$ cat src/rtl/csdec_pkg.sv
package csdec_pkg;
  localparam int ADDR_W = 20;
  localparam int KB_W   = 10;   // address bits [19:10]
  localparam int PB_W   = 12;   // address bits [19:8]

  typedef struct packed {
    logic [KB_W-1:0] bound;
    logic            en;
    logic            rdy;
    logic [1:0]      ws;
  } mreg_t;

  typedef struct packed {
    logic [PB_W-1:0] base;
    logic            io;
    logic            en;
    logic            rdy;
    logic [2:0]      code;
  } preg_t;

  typedef enum logic [2:0] {WIN_NONE, WIN_U, WIN_L, WIN_P, WIN_M} win_e;

  function automatic logic [3:0] pcs_wait(input logic [2:0] code, input logic narrow);
    logic [3:0] w;
    if (narrow) w = {2'b00, code[1:0]};
    else begin
      case (code)
        3'd4:    w = 4'd5;
        3'd5:    w = 4'd7;
        3'd6:    w = 4'd9;
        3'd7:    w = 4'd15;
        default: w = {1'b0, code};
      endcase
    end
    return w;
  endfunction
endpackage

$ cat src/rtl/csdec_regs.sv
module csdec_regs
  import csdec_pkg::*;
(
  input  logic        clk,
  input  logic        rst_n,
  input  logic        we,
  input  logic [2:0]  sel,
  input  logic [15:0] wdata,
  output mreg_t       ucfg,
  output mreg_t       lcfg,
  output mreg_t       mcfg,
  output preg_t       pcfg
);
  localparam logic [KB_W-1:0] UCS_RST_BOUND = 10'h3C0;

  mreg_t u_d, l_d, m_d;
  preg_t p_d;
  logic [PB_W-1:0] pbase_d, pbase_q;
  mreg_t wr_m;

  always_comb begin
    wr_m = '{bound: wdata[15:6], en: wdata[3], rdy: wdata[2], ws: wdata[1:0]};
    u_d = ucfg;
    l_d = lcfg;
    m_d = mcfg;
    p_d = pcfg;
    pbase_d = pbase_q;
    if (we) begin
      case (sel)
        3'd0: u_d = wr_m;
        3'd1: l_d = wr_m;
        3'd2: m_d = wr_m;
        3'd3: pbase_d = wdata[PB_W-1:0];
        3'd4: begin
          p_d.io   = wdata[5];
          p_d.en   = wdata[4];
          p_d.rdy  = wdata[3];
          p_d.code = wdata[2:0];
        end
        default: ;
      endcase
    end
    p_d.base = pbase_d;
  end

  always_ff @(posedge clk or negedge rst_n) begin
    if (!rst_n) begin
      ucfg    <= '{bound: UCS_RST_BOUND, en: 1'b1, rdy: 1'b1, ws: 2'd3};
      lcfg    <= '0;
      mcfg    <= '0;
      pcfg    <= '0;
      pbase_q <= '0;
    end else begin
      ucfg    <= u_d;
      lcfg    <= l_d;
      mcfg    <= m_d;
      pcfg    <= p_d;
      pbase_q <= pbase_d;
    end
  end
endmodule

$ cat src/rtl/csdec_match.sv
module csdec_match
  import csdec_pkg::*;
#(
  parameter int MID_LOG2 = 15,
  parameter int NSLOT    = 7,
  parameter int GAP_SLOT = 4
) (
  input  logic [ADDR_W-1:0] addr,
  input  logic              is_mem,
  input  mreg_t             ucfg,
  input  mreg_t             lcfg,
  input  mreg_t             mcfg,
  input  preg_t             pcfg,
  output logic              hit_u,
  output logic              hit_l,
  output logic              hit_m,
  output logic [1:0]        msub,
  output logic              hit_p,
  output logic [2:0]        pslot
);
  localparam int MTAG_W = ADDR_W - MID_LOG2;

  logic [PB_W-1:0] p_addr, p_base, p_off;
  logic            p_space;

  always_comb begin
    hit_u = is_mem && ucfg.en && (addr[ADDR_W-1:KB_W] >= ucfg.bound);
    hit_l = is_mem && lcfg.en && (addr[ADDR_W-1:KB_W] <= lcfg.bound);
    hit_m = is_mem && mcfg.en &&
            (addr[ADDR_W-1:MID_LOG2] == mcfg.bound[KB_W-1 -: MTAG_W]);
    msub  = addr[MID_LOG2-1 -: 2];

    if (pcfg.io) begin
      p_addr = {4'b0000, addr[15:8]};
      p_base = {4'b0000, pcfg.base[7:0]};
    end else begin
      p_addr = addr[ADDR_W-1:8];
      p_base = pcfg.base;
    end
    p_off   = p_addr - p_base;
    p_space = pcfg.io ? !is_mem : is_mem;
    hit_p   = pcfg.en && p_space && (p_off < PB_W'(NSLOT)) && (p_off != PB_W'(GAP_SLOT));
    pslot   = p_off[2:0];
  end
endmodule

$ cat src/rtl/csdec_top.sv
module csdec_top
  import csdec_pkg::*;
#(
  parameter int MID_LOG2 = 15,
  parameter int NMCS     = 4,
  parameter int NPCS     = 7
) (
  input  logic        clk,
  input  logic        rst_n,
  input  logic [19:0] addr,
  input  logic        is_mem,
  input  logic        addr_vld,
  input  logic        cfg_we,
  input  logic [2:0]  cfg_sel,
  input  logic [15:0] cfg_wdata,
  output logic        ucs_n,
  output logic        lcs_n,
  output logic [3:0]  mcs_n,
  output logic [6:0]  pcs_n,
  output logic [3:0]  wait_st,
  output logic        need_rdy
);
  localparam int GAP_SLOT = 4;

  logic [1:0] rst_sync;
  logic       rst_i;

  always_ff @(posedge clk or negedge rst_n) begin
    if (!rst_n) rst_sync <= 2'b00;
    else        rst_sync <= {rst_sync[0], 1'b1};
  end
  assign rst_i = rst_sync[1];

  mreg_t ucfg, lcfg, mcfg;
  preg_t pcfg;

  csdec_regs u_regs (
    .clk(clk), .rst_n(rst_i), .we(cfg_we), .sel(cfg_sel), .wdata(cfg_wdata),
    .ucfg(ucfg), .lcfg(lcfg), .mcfg(mcfg), .pcfg(pcfg)
  );

  logic       hit_u, hit_l, hit_m, hit_p;
  logic [1:0] msub;
  logic [2:0] pslot;

  csdec_match #(.MID_LOG2(MID_LOG2), .NSLOT(NPCS), .GAP_SLOT(GAP_SLOT)) u_match (
    .addr(addr), .is_mem(is_mem), .ucfg(ucfg), .lcfg(lcfg), .mcfg(mcfg), .pcfg(pcfg),
    .hit_u(hit_u), .hit_l(hit_l), .hit_m(hit_m), .msub(msub), .hit_p(hit_p), .pslot(pslot)
  );

  win_e win;
  logic ucs_d, lcs_d, ucs_q, lcs_q;

  always_comb begin
    win = WIN_NONE;
    if (addr_vld) begin
      if      (hit_u) win = WIN_U;
      else if (hit_l) win = WIN_L;
      else if (hit_p) win = WIN_P;
      else if (hit_m) win = WIN_M;
    end
    case (win)
      WIN_U:   begin wait_st = {2'b00, ucfg.ws}; need_rdy = ucfg.rdy; end
      WIN_L:   begin wait_st = {2'b00, lcfg.ws}; need_rdy = lcfg.rdy; end
      WIN_M:   begin wait_st = {2'b00, mcfg.ws}; need_rdy = mcfg.rdy; end
      WIN_P:   begin wait_st = pcs_wait(pcfg.code, pslot > 3'd4); need_rdy = pcfg.rdy; end
      default: begin wait_st = 4'd0; need_rdy = 1'b0; end
    endcase
    ucs_d = (win != WIN_U);
    lcs_d = (win != WIN_L);
  end

  always_ff @(posedge clk or negedge rst_i) begin
    if (!rst_i) begin
      ucs_q <= 1'b1;
      lcs_q <= 1'b1;
    end else begin
      ucs_q <= ucs_d;
      lcs_q <= lcs_d;
    end
  end
  assign ucs_n = ucs_q;
  assign lcs_n = lcs_q;

  for (genvar g = 0; g < NMCS; g++) begin : g_mcs
    assign mcs_n[g] = !((win == WIN_M) && (msub == 2'(g)));
  end

  for (genvar g = 0; g < NPCS; g++) begin : g_pcs
    if (g == GAP_SLOT) begin : g_gap
      assign pcs_n[g] = 1'b1;
    end else begin : g_slot
      assign pcs_n[g] = !((win == WIN_P) && (pslot == 3'(g)));
    end
  end
endmodule

$ cat config.mk
export PLATFORM = sky130hd
export DESIGN_NAME = csdec_top
export DESIGN_NICKNAME = d
export VERILOG_FILES = /design/src/rtl/csdec_pkg.sv /design/src/rtl/csdec_regs.sv /design/src/rtl/csdec_match.sv /design/src/rtl/csdec_top.sv
export SDC_FILE = /design/constraint.sdc
export NUM_CORES = 1
export LEC_CHECK = 0
export CORE_MARGIN = 4
export CORE_UTILIZATION = 40
export DETAILED_ROUTE_END_ITERATION = 12
export PLACE_DENSITY = 0.71
export SLEW_MARGIN = 25
export SYNTH_ARGS = -nofsm -noshare
export SYNTH_HDL_FRONTEND = slang
export SYNTH_HIERARCHICAL = 1
export SYNTH_SLANG_ARGS = --single-unit
$ cat constraint.sdc
create_clock -name clk -period 6 [get_ports clk]
set_clock_uncertainty 0.05 [all_clocks]
set_input_delay 1.2 -clock clk [delete_from_list [all_inputs] [get_ports clk]]
set_output_delay 1.2 -clock clk [all_outputs]
set_load 0.03 [all_outputs]
# Yosys cells after proc, flatten, opt, wreduce, memory -nomap -nowiden
# Cells that the tools add are included.
# totals
regBits,64
in_bits,44
wordCells,99
# classes
n_addsub,1
order_cmp,4
n_eq_ne,24
muxes,12
reduce_logical,38
# op_table
operator,count
$pmux W4 S4,2
$eq A3 B3 Y1 const B,8
$mux W12,2
$logic_and A1 B1 Y1,19
$eq A3 B2 Y1 const B,6
$mux W3,5
$lt A12 B3 Y1 const B,1
$ne A12 B3 Y1 const B,1
$sub A12 B12 Y12,1
$logic_not A1 Y1,11
$ge A10 B10 Y1,1
$le A10 B10 Y1,1
$reduce_and A2 Y1,5
$eq A3 B1 Y1 const B,3
$logic_not A3 Y1,2
$eq A5 B5 Y1,1
$eq A2 B2 Y1 const B,2
$mux W4,1
$pmux W1 S4,1
$gt A3 B3 Y1 const B,1
$ne A3 B1 Y1 const B,1
$ne A3 B2 Y1 const B,1
$eq A2 B1 Y1 const B,1
$logic_not A2 Y1,1
$mux W1,1

# Longest topological paths before layout
# Gate-level depths: netlist of run 1.
# logic_depth
depth_word,12
ltp_mapped,13
ltp_nobuf,13

# Hierarchy
# The synthesis of run 1 kept the hierarchy.
# by_module_without_submodules
module,n_inst,cells_each,area_each_um2
csdec_regs,1,132,2318.5
csdec_match,1,172,1248.7
csdec_top,1,52,361.6

# Worst setup path before layout of run 1
# No wires, ideal clock.
# synth_path
path_kind,input-to-output
startpoint,in addr[10]
endpoint,out wait_st[2]
t_arrival_ns,3.713
t_required_ns,4.750
setup_slack_ns,1.037
path_stages,10
cell_sequence,ha_1 -> nor2b_1 -> o31a_1 -> o32ai_1 -> mux2i_1 -> o221ai_1 -> nor4_2 -> and2_1 -> nand2_1 -> a21oi_1
# synth_between
elab_chain_len,11
# synth_rtl
element,line,source
start: declaration,csdec_top.sv:10,"input logic [19:0] addr,"
$mux W12 (*),csdec_match.sv:33,if (pcfg.io) begin
$sub A12 B12 Y12 (*),csdec_match.sv:40,p_off = p_addr - p_base;
$lt A12 B3 Y1,csdec_match.sv:42,hit_p = pcfg.en && p_space && (p_off < PB_W'(NSLOT)) && (p_off != PB_W'(GAP_SLOT));
$logic_and A1 B1 Y1,csdec_match.sv:42,
$logic_and A1 B1 Y1 (*),csdec_match.sv:42,
net hit_p,csdec_top.sv:42,"logic hit_u, hit_l, hit_m, hit_p;"
$mux W3 (*),csdec_top.sv:59,else if (hit_p) win = WIN_P;
$mux W3 (*),csdec_top.sv:58,else if (hit_l) win = WIN_L;
$mux W3 (*),csdec_top.sv:57,if (hit_u) win = WIN_U;
$mux W3 (*),csdec_top.sv:56,if (addr_vld) begin
"$eq A3 B2 Y1, or another cell as far along",csdec_top.sv:62,case (win)
$pmux W4 S4 (*),csdec_top.sv:62,
end: declaration,csdec_top.sv:20,"output logic [3:0] wait_st,"
# Mark *: on every way through the listed nets, which the timed path passes. The rest lies on a longest branch.

# Final worst setup path of run 1
# layout_path
startpoint,in addr[8]
endpoint,out wait_st[0]
# The elaborated chain is that of the path after synthesis.

==> impl_metrics.ini, run 1 <==
[synth]
yosysWarnings = 6
synthCells = 346
avgSynthCellArea_um2 = 10.8
synth_area_um2 = 3750

[setup_path]
crit_type = primary input to output pin
worstPathArrival_ns = 4.57
crit_slowest_cell = clkdlybuf4s50_1
r2r_setup_slack_ns = 3.76
startpoint_type = primary input
worstReg2RegEnd = lcs_n
cp_max_fo = 4
rr_worst_depth = 10
end_kind = output pin
worst-endpoint-required_ns = 4.75
cpPeakStageDelay_ns = 0.46
worstPathCellList = clkdlybuf4s50_1 -> inv_1 -> ha_1 -> fa_1 -> nor2b_1 -> o31a_1 -> buf_4 -> a21oi_1 -> a311oi_1 -> o221ai_1 -> nor4_2 -> and3b_1 -> a22oi_1 -> nand2_1 -> dlygate4sd2_1
reg2reg_from = u_regs/lcfg[5]

[timing]
finalSetupViolCount = 0
max_freq_mhz = 172
worst_slack_ns = 0.178
finalCritPeriodShare = 0.970
period_needed_ns = 5.82
setup_tns_ns = 0
tightest_slew_ns = 0.777
rsz0062_at_grt = no
timing.final.max_slew_violations = 0
final-hold-violation-count = 0
slew-limit-headroom = 0.479

[placement]
place.gp.congestion = 0.895
place_ws_ns = -0.0589
hpwlAfterDp_um = 6800
portBuffers = 52

[min_path]
min_path_type = register to register
hold_depth = 0
min_to = rst_sync[1]
hp-start = rst_sync[0]

[floorplanning]
pin_count = 62
initial_utilization = 0.407
core-area_um2 = 9200
die_area_um2 = 11000
row_count = 35
die_y_um = 105
die_w_um = 105

[cells_and_area]
drive_gt1_frac = 0.287
final_cell_mix = 54 x mux2_2, 48 x dfrtp_1, 37 x inv_1, 37 x clkdlybuf4s50_1, 33 x buf_4
n_antenna_cell = 0
nets = 503
layout_commonest_cell = mux2_2
syn2layout_area_growth_pct = 28.0

[global_route]
antenna_found_initial = 0
grt_overflow = 0
grt_max_degree = 58
grtUsageTotal = 0.167
grt_pass1_wl_um = 14600
grt_pass1_vias = 3016

[drt]
wl_um = 8750
wl_per_cell_um = 16.1
drc_errors = 0
via_per_inst = 5.23
first_pass_iters = 4
drtAntennaViolNets = 0
first_iter_violations = 122
dr_total_vias = 2840

[clock_tree]
root_buffer = clkbuf_8
cts_setup_buffers = 0
cts_buffers = 9
clk_pin_slew_ns = 0.07
clk_path_buf_depth = 2
cts_tree = done
cts.sinks = 59
cts.htree.levels = 3
clkLatencyLatePin_ns = 0.34

[pwr]
p_per_area_nw_per_um2 = 315
power_mw = 1.51
leakagePower_nw = 2.13
ir_worst_vdd_mv = 0.201

[run]
max_cap_viol_count = 0

[outcome]
outcome = complete, no violations
sequential cells by signal, summed over array words and instances (netlist names):
signal and cells:
u_regs/mcfg 9, u_regs/pcfg 6, u_regs/ucfg 14, ucs_n 1
u_regs/pbase_q 12, u_regs/lcfg 14, lcs_n 1, rst_sync 2
per-layer routing:
layer	wire length (um)	up-vias	track usage	share of wire
li1	-	1392	-	-
met1	3940	1389	0.205	0.45
met2	4370	38	0.285	0.50
met3	200	21	0.0266	0.023
met4	239	0	0.0787	0.027
met5	0	-	0	0
how the worst max path moves through the flow:
stage                   from    endpoint  slack [ns]
floorplan           addr[10]  wait_st[2]        1.04
global placement     addr[8]  wait_st[0]      -0.003
detailed placement   addr[8]    mcs_n[1]       -0.06
CTS                  addr[8]    pcs_n[1]       0.009
global route         addr[8]  wait_st[0]       0.001
finish               addr[8]  wait_st[0]        0.18
critical path, delay by kind of cell:
kind / cells / cell delay, ns
fa+ha+maj: 2 / 0.62
compound gates: 5 / 0.94
simple gates: 4 / 0.79
buf+inv: 4 / 1.00
layout make-up:
type / count / area, um2
clock inverters: 4 / 95.1
flip-flops and latches: 59 / 1490
well taps: 111 / 139
repair buffers: 81 / 733
fillers: 838 / 4400
multi-input cells: 239 / 2040
inverters: 37 / 139
clock buffers: 12 / 165
report_power, final:
part	switching [mW]	internal, mW	leakage, nW	total [mW]
clock network	0.157	0.309	0.133	0.466
registers	0.0485	0.491	0.691	0.540
logic	0.248	0.260	1.30	0.508
total	0.453	1.06	2.13	1.51
per-stage QoR:
step                hold WS [ns]   util  instance area [um2]  cells
finish                     0.305  0.522                 4800    543
global route               0.321  0.522                 4800    543
CTS                        0.309  0.519                 4780    542
detailed placement         0.293  0.492                 4520    526
global placement           0.288  0.492                 4520    526
floorplan                  0.281      -                 3750    347
repair_timing:
item,CTS,global route
endpoints found under the setup margin,6,5
hold buffers,0,0
resized for setup,6,5
Note: power is estimated with default switching activity, not from simulation.
==> inputs of run 2 (changes only) <==
- CAP_MARGIN: not set -> 5
- MAX_ROUTING_LAYER: not set -> met4
==> impl_metrics.ini, run 2 (same netlist as run 1, synthesis figures left out) <==
[timing]
slew-limit-headroom = 0.500
hold_ws_ns = 0.307
period_needed_ns = 5.74
worst_slack_ns = 0.261
final-hold-violation-count = 0
rsz0062_at_grt = no
finalSetupViolCount = 0
finalCritPeriodShare = 0.957
max_freq_mhz = 174
tightest_slew_ns = 0.745
timing.final.max_slew_violations = 0

[global_route]
grt_pass1_vias = 3036
use_met2 = 0.282
grt_overflow = 0
grt_util_met3 = 0.0278
met1_usage = 0.196
grtUsageTotal = 0.169
grt_max_degree = 58
top_usage_layer = met2
grt_pass1_wl_um = 14400
antenna_found_initial = 0

[clock_tree]
cts_setup_buffers = 0
clkLatencyLatePin_ns = 0.34
cts.sinks = 59
root_buffer = clkbuf_8
clk_pin_slew_ns = 0.07
cts_tree = done
cts.htree.levels = 3
cts_buffers = 9
clk_path_buf_depth = 2

[setup_path]
rr_worst_depth = 10
end_kind = output pin
cp_max_fo = 4
worstPathArrival_ns = 4.49
crit_type = primary input to output pin
worstReg2RegEnd = lcs_n
startpoint_type = primary input
r2r_setup_slack_ns = 3.69
worst-endpoint-required_ns = 4.75
reg2reg_from = u_regs/lcfg[5]

[floorplanning]
pin_count = 62
die_w_um = 105
die_area_um2 = 11000
row_count = 35
initial_utilization = 0.407
die_y_um = 105
core-area_um2 = 9200

[drt]
wl_um = 8750
wl_per_cell_um = 16.0
dr_total_vias = 2877
drc_errors = 0
via_per_inst = 5.28
first_iter_violations = 111
drtAntennaViolNets = 0
first_pass_iters = 4

[pwr]
p_per_area_nw_per_um2 = 309
leakagePower_nw = 2.14
ir_worst_vdd_mv = 0.181
power_mw = 1.49

[placement]
hpwlAfterDp_um = 6750
place.gp.congestion = 0.889
portBuffers = 52
place_ws_ns = -0.0542

[cells_and_area]
nets = 505
syn2layout_area_growth_pct = 28.3
final_cell_mix = 54 x mux2_2, 48 x dfrtp_1, 37 x inv_1, 37 x clkdlybuf4s50_1, 36 x buf_4
layout_commonest_cell = mux2_2
drive_gt1_frac = 0.300
utilization = 0.523
n_antenna_cell = 0
biggestRegsByFlops = u_regs/lcfg: 14 flops, u_regs/ucfg: 14 flops, u_regs/pbase_q: 12 flops

[min_path]
hold_depth = 0
min_to = rst_sync[1]
min_path_type = register to register
hp-start = rst_sync[0]

[outcome]
outcome = complete, no violations

[run]
max_cap_viol_count = 0
[run 2: changes by cell type in the layout (fill, tap and decap cells not counted), sizes merged]
cell / previous run / this run
dlygate4sd2: 6 / 2
dlymetal6s2s: 5 / 6
clkdlybuf4s15: 0 / 1
clkbuf: 12 / 9
clkinvlp: 0 / 1
clkinv: 1 / 3
buf: 33 / 37
[run 2: worst max path at each step]
stage / start / to / slack, ns / depth (start not counted)
final: addr[10] / mcs_n[0] / 0.26 / 16
after floorplan: addr[10] / wait_st[2] / 1.04 / 10
after CTS: addr[8] / pcs_n[1] / 0.002 / 16
after global routing: addr[8] / wait_st[0] / 0.003 / 14
after global placement: addr[8] / wait_st[0] / 0.005 / 14
after detailed placement: addr[8] / pcs_n[3] / -0.05 / 16
[run 2: layout make-up]
cell class | instances | area, um2
fillers | 829 | 4390
multi-input cells | 239 | 2040
flip-flops and latches | 59 | 1490
repair buffers | 83 | 754
inverters | 37 | 139
well taps | 111 | 139
clock buffers | 9 | 124
clock inverters | 7 | 116
[run 2: repair_timing]
item | 4_1_cts | 5_1_grt
setup endpoints to repair | 3 | 9
pin swaps | 0 | 0
hold buffers | 0 | 0
gates resized for setup | 3 | 9
[run 2: critical path: stages]
cell,delay [ns]
clkdlybuf4s50_1,0.49
buf_4,0.12
inv_1,0.06
ha_1,0.28
nand2b_1,0.14
a21o_1,0.18
a21o_1,0.19
a211o_1,0.29
o211ai_1,0.11
a31oi_1,0.17
nor3b_2,0.22
and3b_1,0.26
buf_4,0.15
buf_4,0.11
or3b_1,0.35
buf_4,0.18
[run 2: power by group]
part	leakage, nW	total, mW	internal, mW	switching, mW
logic	1.33	0.510	0.262	0.248
registers	0.691	0.540	0.491	0.0494
clock network	0.119	0.436	0.275	0.162
[run 2: stage by stage]
step / instance area [um2] / setup TNS [ns] / cells
CTS: 4770 / 0 / 544
floorplan: 3750 / 0 / 347
finish: 4810 / 0 / 545
global placement: 4530 / 0 / 528
global route: 4810 / 0 / 545
detailed placement: 4530 / -0.0607 / 528
[run 2: per-layer routing]
layer | wire length [um] | share of wire
met5 | 0 | 0
met4 | 229 | 0.026
met3 | 257 | 0.029
met2 | 4480 | 0.51
met1 | 3780 | 0.43
==> inputs of run 3 (changes only) <==
- GPL_TIMING_DRIVEN: not set -> 0
==> impl_metrics.ini, run 3 (same netlist as run 1, synthesis figures left out) <==
[outcome]
outcome = complete, no violations

[cells_and_area]
instances_no_fill = 530
nets = 490
n_antenna_cell = 0
utilization = 0.513
layout_commonest_cell = mux2_2
biggestRegsByFlops = u_regs/lcfg: 14 flops, u_regs/ucfg: 14 flops, u_regs/pbase_q: 12 flops
drive_gt1_frac = 0.272
fillers = 859
syn2layout_area_growth_pct = 25.8
final_cell_mix = 54 x mux2_2, 48 x dfrtp_1, 37 x inv_1, 35 x clkdlybuf4s50_1, 29 x ha_1
final_cell_area_um2 = 4710

[floorplanning]
die_area_um2 = 11000
die_w_um = 105
die_y_um = 105
initial_utilization = 0.407
pin_count = 62
row_count = 35
core-area_um2 = 9200

[setup_path]
reg2reg_from = u_regs/ucfg[11]
crit_type = primary input to output pin
worstReg2RegEnd = lcs_n
startpoint_type = primary input
crit_start = addr[11]
rr_worst_depth = 9
r2r_setup_slack_ns = 3.72
worstPathArrival_ns = 4.59
cp_max_fo = 7
worst-endpoint-required_ns = 4.75
end_kind = output pin

[pwr]
p_per_area_nw_per_um2 = 291
leakagePower_nw = 2.05
ir_worst_vdd_mv = 0.154
power_mw = 1.37

[timing]
hold_ws_ns = 0.210
setup_tns_ns = 0
timing.final.max_slew_violations = 0
worst_slack_ns = 0.157
slew-limit-headroom = 0.616
final-hold-violation-count = 0
tightest_slew_ns = 0.573
finalSetupViolCount = 0
max_freq_mhz = 171
finalCritPeriodShare = 0.974
period_needed_ns = 5.84

[min_path]
min_path_type = register to asynchronous set/reset pin

[global_route]
antenna_found_initial = 0
grt_overflow = 0
grt_max_degree = 30
grt_pass1_vias = 2932
grt_pass1_wl_um = 14300
grtUsageTotal = 0.168

[placement]
place.gp.congestion = 0.837
hpwlAfterDp_um = 6760
place_area_um2 = 4430
portBuffers = 52
place_ws_ns = -0.401
dpl.cell_count = 511

[drt]
wl_um = 8600
first_pass_iters = 4
first_iter_violations = 52
dr_total_vias = 2815
via_per_inst = 5.31
wl_per_cell_um = 16.2
drtAntennaViolNets = 0
drc_errors = 0

[clock_tree]
root_buffer = clkbuf_8
cts_buffers = 9
cts.htree.levels = 3
cts.sinks = 59
clk_path_buf_depth = 2
cts_tree = done
clk_pin_slew_ns = 0.07
clkLatencyLatePin_ns = 0.34

[run]
max_cap_viol_count = 0
## run 3: worst max-delay path by stage
stage               depth (start not counted)  slack [ns]          to
floorplan                                  10        1.04  wait_st[2]
global placement                           13       -0.46  wait_st[0]
detailed placement                         13       -0.40  wait_st[0]
CTS                                        15       0.003  wait_st[0]
global route                               16      -0.005    need_rdy
finish                                     13        0.16  wait_st[1]
## run 3: worst max-delay path, stage by stage
cell and delay [ns]:
clkdlybuf4s50_1 0.51, ha_1 0.42, o21a_1 0.21, o31a_1 0.18, o32ai_4 0.36, mux2i_1 0.22, o221ai_1 0.17, nor4_4 0.30
and3b_1 0.21, buf_4 0.16, a22oi_1 0.23, o21ai_1 0.11, clkdlybuf4s15_2 0.29
## run 3: layout make-up
class | count | area, um2 | area share
multi-input cells | 239 | 2110 | 0.447
flip-flops and latches | 59 | 1490 | 0.317
repair buffers | 56 | 558 | 0.118
clock buffers | 12 | 155 | 0.0329
inverters | 37 | 139 | 0.0295
well taps | 111 | 139 | 0.0295
plain buffers | 12 | 100 | 0.0212
clock inverters | 4 | 25.0 | 0.00531
## run 3: routing by layer
layer	part of all wire	up-vias	global-route usage
met5	0	-	-
met1	0.45	1376	0.205
li1	-	1372	-
met3	0.024	23	0.0290
met2	0.49	44	0.271
met4	0.036	0	0.0834
## run 3: report_power, final
part	switching, mW	internal [mW]
clock network	0.157	0.171
logic	0.251	0.249
registers	0.0524	0.491
## run 3: repair_timing
action,CTS,global route
setup buffers,0,3
pin swaps,0,2
endpoints found under the setup margin,15,14
resized for setup,19,15
hold buffers,0,0
